## src/rtl/wdt_pkg.sv

```systemverilog
package wdt_pkg;

  typedef enum logic {
    SEL_WDOG  = 1'b0,
    SEL_FLAGS = 1'b1
  } wdtSel_e;

  typedef struct packed {
    logic restart;
    logic useWrData;
    logic decrement;
    logic expire;
    logic steerReset;
  } wdtStrobes_t;

endpackage

```

## src/rtl/wdt_ctrl.sv

```systemverilog
module wdt_ctrl #(
  parameter int REG_W = 8
) (
  input  logic                     clk,
  input  logic                     rstN,
  input  logic                     tick16,
  input  logic                     busWr,
  input  logic                     busRd,
  input  logic                     busSel,
  input  logic [REG_W-1:0]         wrData,
  input  logic [REG_W-1:0]         storedReg,
  input  logic                     cntLast,
  output wdt_pkg::wdtStrobes_t     strobes
);
  import wdt_pkg::*;

  logic selWdog;
  logic wrHit;
  logic rdHit;
  logic restart;
  logic [REG_W-1:0] nextVal;
  logic running;

  assign selWdog = (busSel == SEL_WDOG);
  assign wrHit   = busWr & selWdog;
  assign rdHit   = busRd & selWdog;
  assign restart = wrHit | rdHit;
  assign nextVal = wrHit ? wrData : storedReg;

  always_comb begin
    strobes            = '0;
    strobes.restart    = restart;
    strobes.useWrData  = wrHit;
    strobes.expire     = running & tick16 & cntLast & ~restart;
    strobes.decrement  = running & tick16 & ~cntLast & ~restart;
    strobes.steerReset = storedReg[REG_W-1];
  end

  always_ff @(posedge clk or negedge rstN) begin
    if (!rstN) begin
      running <= 1'b0;
    end else if (restart) begin
      running <= (nextVal != '0);
    end else if (strobes.expire) begin
      running <= 1'b0;
    end
  end

  // a cleared register never coexists with an active countdown
  p_zero_reg_idle_r2: assert property (@(posedge clk) disable iff (!rstN)
    (storedReg == '0) |-> !running);

  // an expiry leaves the timer stopped
  p_stop_after_expiry_r11: assert property (@(posedge clk) disable iff (!rstN)
    (strobes.expire) |=> !running);

endmodule

```

## src/rtl/wdt_datapath.sv

```systemverilog
module wdt_datapath #(
  parameter int CNT_W  = 5,
  parameter int MULT_W = 2
) (
  input  logic                          clk,
  input  logic                          rstN,
  input  wdt_pkg::wdtStrobes_t          strobes,
  input  logic                          busSel,
  input  logic [CNT_W+MULT_W:0]         wrData,
  output logic [CNT_W+MULT_W:0]         storedReg,
  output logic                          cntLast,
  output logic [CNT_W+MULT_W:0]         rdData,
  output logic                          wdFlag,
  output logic                          resetReq,
  output logic                          irqPulse,
  output logic                          centuryClr
);
  import wdt_pkg::*;

  localparam int REG_W     = CNT_W + MULT_W + 1;
  localparam int MAX_SHIFT = 2 * ((1 << MULT_W) - 1);
  localparam int TMO_W     = CNT_W + MAX_SHIFT;

  logic [REG_W-1:0] wdReg;
  logic [REG_W-1:0] loadVal;
  logic [MULT_W:0]  shAmt;
  logic [TMO_W-1:0] timeout;
  logic [TMO_W-1:0] cnt;

  assign loadVal = strobes.useWrData ? wrData : wdReg;
  assign shAmt   = {loadVal[MULT_W-1:0], 1'b0};
  assign timeout = TMO_W'(loadVal[MULT_W +: CNT_W]) << shAmt;
  assign cntLast = (cnt <= TMO_W'(1));
  assign storedReg = wdReg;
  assign rdData  = (busSel == SEL_FLAGS) ? {wdFlag, {(REG_W-1){1'b0}}} : wdReg;

  always_ff @(posedge clk or negedge rstN) begin
    if (!rstN) begin
      wdReg <= '0;
    end else if (strobes.restart && strobes.useWrData) begin
      wdReg <= wrData;
    end else if (strobes.expire && strobes.steerReset) begin
      wdReg <= '0;
    end
  end

  always_ff @(posedge clk or negedge rstN) begin
    if (!rstN) begin
      cnt <= '0;
    end else if (strobes.restart) begin
      cnt <= timeout;
    end else if (strobes.decrement) begin
      cnt <= cnt - TMO_W'(1);
    end
  end

  always_ff @(posedge clk or negedge rstN) begin
    if (!rstN) begin
      wdFlag     <= 1'b0;
      resetReq   <= 1'b0;
      irqPulse   <= 1'b0;
      centuryClr <= 1'b0;
    end else begin
      if (strobes.restart) begin
        wdFlag <= 1'b0;
      end else if (strobes.expire) begin
        wdFlag <= 1'b1;
      end
      resetReq   <= strobes.expire & strobes.steerReset;
      centuryClr <= strobes.expire & strobes.steerReset;
      irqPulse   <= strobes.expire & ~strobes.steerReset;
    end
  end

  // a reset request comes with a cleared register and a century clear
  p_reset_clears_reg_r7: assert property (@(posedge clk) disable iff (!rstN)
    resetReq |-> (wdReg == '0) && centuryClr);

  // interrupt pulse lasts one cycle and never overlaps a reset request
  p_single_irq_r8: assert property (@(posedge clk) disable iff (!rstN)
    irqPulse |=> !irqPulse);
  p_pulse_exclusive_r8: assert property (@(posedge clk) disable iff (!rstN)
    $onehot0({resetReq, irqPulse}));

  // a restart always leaves the flag clear
  p_restart_clears_flag_r5: assert property (@(posedge clk) disable iff (!rstN)
    strobes.restart |=> !wdFlag);

endmodule

```

## src/rtl/wdog_timer.sv

```systemverilog
module wdog_timer #(
  parameter int CNT_W  = 5,
  parameter int MULT_W = 2,
  localparam int REG_W = CNT_W + MULT_W + 1
) (
  input  logic             clk,
  input  logic             rstN,
  input  logic             tick16,
  input  logic             busWr,
  input  logic             busRd,
  input  logic             busSel,
  input  logic [REG_W-1:0] wrData,
  output logic [REG_W-1:0] rdData,
  output logic             wdFlag,
  output logic             resetReq,
  output logic             irqPulse,
  output logic             centuryClr
);
  import wdt_pkg::*;

  wdtStrobes_t      strobes;
  logic [REG_W-1:0] storedReg;
  logic             cntLast;

  wdt_ctrl #(.REG_W(REG_W)) u_ctrl (
    .clk       (clk),
    .rstN      (rstN),
    .tick16    (tick16),
    .busWr     (busWr),
    .busRd     (busRd),
    .busSel    (busSel),
    .wrData    (wrData),
    .storedReg (storedReg),
    .cntLast   (cntLast),
    .strobes   (strobes)
  );

  wdt_datapath #(.CNT_W(CNT_W), .MULT_W(MULT_W)) u_dp (
    .clk        (clk),
    .rstN       (rstN),
    .strobes    (strobes),
    .busSel     (busSel),
    .wrData     (wrData),
    .storedReg  (storedReg),
    .cntLast    (cntLast),
    .rdData     (rdData),
    .wdFlag     (wdFlag),
    .resetReq   (resetReq),
    .irqPulse   (irqPulse),
    .centuryClr (centuryClr)
  );

  // a write to the flags register leaves flag and register unchanged
  p_flags_write_ignored_r9: assert property (@(posedge clk) disable iff (!rstN)
    (busWr && busSel == SEL_FLAGS && !strobes.expire)
      |=> $stable(wdFlag) && $stable(storedReg));

endmodule

```

## config.mk

```make
export PLATFORM = sky130hd
export DESIGN_NAME = wdog_timer
export DESIGN_NICKNAME = d
export VERILOG_FILES = /design/src/rtl/wdt_pkg.sv /design/src/rtl/wdt_ctrl.sv /design/src/rtl/wdt_datapath.sv /design/src/rtl/wdog_timer.sv
export SDC_FILE = /design/constraint.sdc
export NUM_CORES = 1
export LEC_CHECK = 0
export ABC_AREA = 1
export ABC_CLOCK_PERIOD_IN_PS = 1900
export BUFFER_PORTS_ARGS = -buffer_cell sky130_fd_sc_hd__buf_2
export CAP_MARGIN = 20
export CORE_UTILIZATION = 57
export CTS_BUF_LIST = sky130_fd_sc_hd__clkbuf_8
export DETAILED_ROUTE_END_ITERATION = 8
export GPL_TIMING_DRIVEN = 1
export PLACE_DENSITY = 0.77
export REMOVE_ABC_BUFFERS = 1
export SYNTH_ARGS = -nofsm -noshare
export SYNTH_HDL_FRONTEND = slang
export SYNTH_SLANG_ARGS = --single-unit
```

## constraint.sdc

```tcl
create_clock -name clk -period 1.9 [get_ports clk]
set_input_delay 0.19 -clock clk [delete_from_list [all_inputs] [get_ports clk]]
set_output_delay 0.19 -clock clk [all_outputs]
set_load 0.1 [all_outputs]
```

==> summary.md <==
| Metric | Value |
|---|---|
| Hold depth | `5` |
| Hold Path End | `u_dp.storedReg[4]$_DFFE_PN0P_` |
| Post-CTS Setup Bufs | `0` |
| Avg Vias per Cell | `5.21` |
| Cts bufs inserted | `3` |
| Post-Synth XOR/XNOR Area | `0.522%` |
| Bufs and invs on worst path | `0` |
| Fraction of layout cells with a size suffix above 1 | `between 20 and 25%` |
| Most common cell after layout, fill and taps aside | `nand2_1` |
| Setup WS post-layout | `a little over 0.3 ns` |
| CP max-delay cell | `dfrtp_1` |
| Multiplexer share of the synthesized area | `0%` |
| Adder-cell share of the synthesized area | `1.49%` |
| WS Path Type | `flip-flop to flip-flop` |
| Power Total | `around 0.0023 W` |
| Fin crit period | `approximately 1.6 ns` |
| RSZ-0062 raised after global routing | `false` |
| Die Height | `around 56 um` |
| Synth Flop Type | `dfrtp_1` |
| Worst Hold Class | `input pin to flip-flop` |
| Clock buffer depth | `2` |
| Crit-path cells | `nor2_2 -> nand2_1 -> nor2_2 -> nand2_2 -> nand3_2 -> nand2_2 -> nand2_1 -> nand2_1` |
| Final core occ | `around two thirds` |
| Slew Limit Fails | `0` |
| Core footprint | `between 0.002 and 0.003 mm^2` |
| Max VDD drop | `998 uV` |
| Initial antenna violation count | `0` |
| Std-Cell Rows | `19` |
| Initial drt markers | `63` |
| Startpoint Class | `flip-flop` |
| Io pins | `26` |
| Vias in the first global route | `about 1500` |
| First-pass GRT wire length | `6240 um` |
| Library cells used by synthesis | `25` |
| Syn Area/Cell | `between 6 and 7 um^2` |
| Root Buffer | `clkbuf_8` |
| Nets | `301` |
| Detailed Routing Iterations Pass 1 | `4` |
| Die X | `~56 um` |
| Critical Path RT | `between 2 and 2.5 ns` |
| # H-tree levels | `1` |
| Synth Area in Simple Gates | `46.8%` |
| Initial Util | `between 60% and 70%` |
| EDFF count, synth | `0` |
| # clock sinks | `23` |
| P&R area growth vs syn | `11.5%` |
| CP Max Fanout | `11` |
| #FFs+latches synth | `23` |
| Hold Fails Final Rpt | `0` |
| Compound-Gate Fraction of Synth Area | `between 4 and 5%` |
| WHS | `0.232 ns` |
| Rel. slew slack | `roughly 65%` |
| Status | `finished clean` |
| Final setup violation count | `0` |
| IO Port Bufs | `25` |
| Die footprint | `approximately 0.0032 mm^2` |
| DR WL/cell | `around 12 um` |
| Vias | `roughly 1600` |
| Setup slack, reg-to-reg | `approximately 0.3 ns` |
| Syn. warnings | `0` |
| DRC Markers | `0` |
| Hpwl dp | `between 2000 and 3000 um` |
| Slowest cell delay on critical path | `roughly 0.45 ns` |
| Worst Setup End Kind | `flip-flop` |
| Hold path start | `wrData[4]` |
| DRT Wirelength | `~3700 um` |
| Total grt overflow | `0` |
| Max-Cap Viols | `0` |
| Cell mode on critical path | `nand2_1` |
| Later-pin clock latency in the skew report | `approximately 0.27 ns` |
| Worst clock skew | `roughly 0.008 ns` |
| Largest net degree at the start of global routing | `24` |
| Seq/Total Area, Yosys | `around 34%` |
| CTS tree | `yes` |
| Max Clock Freq | `roughly 630 MHz` |
| Share of synthesized flip-flops with an asynchronous set or reset | `100%` |
| Diodes inserted | `0` |
| GRT Overall Usage | `between 20% and 30%` |
| Most frequent cells in the layout | `90 x nand2_1, 37 x inv_1, 31 x nand3_1, 29 x nor2_1, 25 x buf_2` |
| Worst Path Arrival | `approximately 1.8 ns` |
| Reg-to-reg startpoint | `u_dp.cnt[3]$_DFFE_PN0P_` |
| CP delay by family, top | `simple AND/OR/NAND/NOR gates` |
| P_leak | `1.13 nW` |
| Fin crit share | `between 80% and 90%` |
| Mapped Cells | `256` |
| Least-Margin Pin Slew | `around 0.53 ns` |
| Final ANT Viol Nets | `0` |
| Largest family of logic cells by synthesized area | `simple AND/OR/NAND/NOR gates` |
| Mapped Area | `roughly 0.0017 mm^2` |
| Clk slew on worst S/H paths | `~0.08 ns` |
| P per Cell Area | `approximately 1200 mW/mm^2` |
| Worst r2r dst | `u_dp.cnt[2]$_DFFE_PN0P_` |
| Setup WS pre-CTS | `around 0.35 ns` |
| Placer congestion estimate | `about 0.94` |
| Path depth of the worst reg2reg path | `8` |
-- registers in the layout (all words and copies together) (netlist names) --
register,flops
u_dp.storedReg,8
u_dp.resetReq,1
u_dp.cnt,11
u_dp.irqPulse,1
u_dp.wdFlag,1
u_ctrl.running,1
-- stage by stage --
| step | cell area, um^2 | setup TNS (ns) | cells |
|---|---|---|---|
| 2_1_floorplan | 1620 | -1.46 | 250 |
| 3_3_place_gp | 1810 | 0 | 310 |
| 3_5_place_dp | 1810 | 0 | 310 |
| 4_1_cts | 1870 | 0 | 315 |
| 5_1_grt | 1870 | 0 | 315 |
| 6_report | 1870 | 0 | 315 |
-- cell families (layout without fill, tap and decap cells) --
kind of cell / count (synthesis) / in the layout
AND/OR/NAND/NOR: 172 / 172
buffers and inverters: 46 / 74
flip-flops: 23 / 23
AO/OA/AOI/OAI: 12 / 12
adder cells (fa/ha/maj): 2 / 2
XOR/XNOR: 1 / 1
-- worst max-delay path by stage --
stage	from	end	cells after the start
after floorplan	u_dp.wdFlag$_DFFE_PN0P_	rdData[7]	2
after global placement	u_dp.cnt[3]$_DFFE_PN0P_	u_dp.cnt[3]$_DFFE_PN0P_	8
after detailed placement	u_dp.cnt[3]$_DFFE_PN0P_	u_dp.cnt[2]$_DFFE_PN0P_	8
after CTS	u_dp.cnt[3]$_DFFE_PN0P_	u_dp.cnt[2]$_DFFE_PN0P_	8
after global routing	u_dp.cnt[1]$_DFFE_PN0P_	u_dp.cnt[5]$_DFFE_PN0P_	9
final	u_dp.cnt[3]$_DFFE_PN0P_	u_dp.cnt[2]$_DFFE_PN0P_	8
-- worst register-to-register path: stages (launching register included) --
cell and delay [ns]:
dfrtp_1 0.45, nor2_2 0.21, nand2_1 0.10, nor2_2 0.13, nand2_2 0.10, nand3_2 0.14, nand2_2 0.17, nand2_1 0.14
nand2_1 0.05
-- cells in the mapped netlist (2+ instances only) --
library cell  count  area, um^2
nor2_1           29         109
buf_4             3        22.5
inv_2             3        11.3
nand2_2           8        50.1
dfrtp_1          23         576
nand2_4           3        33.8
inv_1            36         135
nand2_1          90         338
nor2_2            4        25.0
o21ai_0           5        25.0
o21bai_1          2        15.0
o21ai_2           2        17.5
buf_6             3        33.8
ha_1              2        25.0
nand3_1          31         155
nand3_2           3        30.0
-- where the power goes --
group	total (W)	switching, W	internal (W)
clock network	0.000308	0.000163	0.000145
logic	0.00123	0.000855	0.000374
registers	0.000773	0.000146	0.000627
total	0.00231	0.00116	0.00115
-- per-layer routing --
metal | up-vias | wire (um) | GRT usage [%]
li1 | 843 | - | -
met1 | 755 | 1790 | 33.6
met2 | 36 | 1730 | 41.8
met3 | 6 | 134 | 4.88
met4 | 0 | 51 | 6.62
met5 | - | 0 | 0
-- cell type report --
type,instances,area (um^2)
flip-flops and latches,23,576
fillers,237,912
clock inverters,1,3.75
inverters,40,153
well taps,31,38.8
clock buffers,3,41.3
multi-input cells,187,892
repair buffers,30,165
-- timing repair --
action | in CTS | in global routing
endpoints found under the hold margin | 23 | 0
setup endpoints to repair | 0 | 0
hold buffers | 1 | 0
resized for setup | 0 | 0
(Power assumes the default switching activity.)
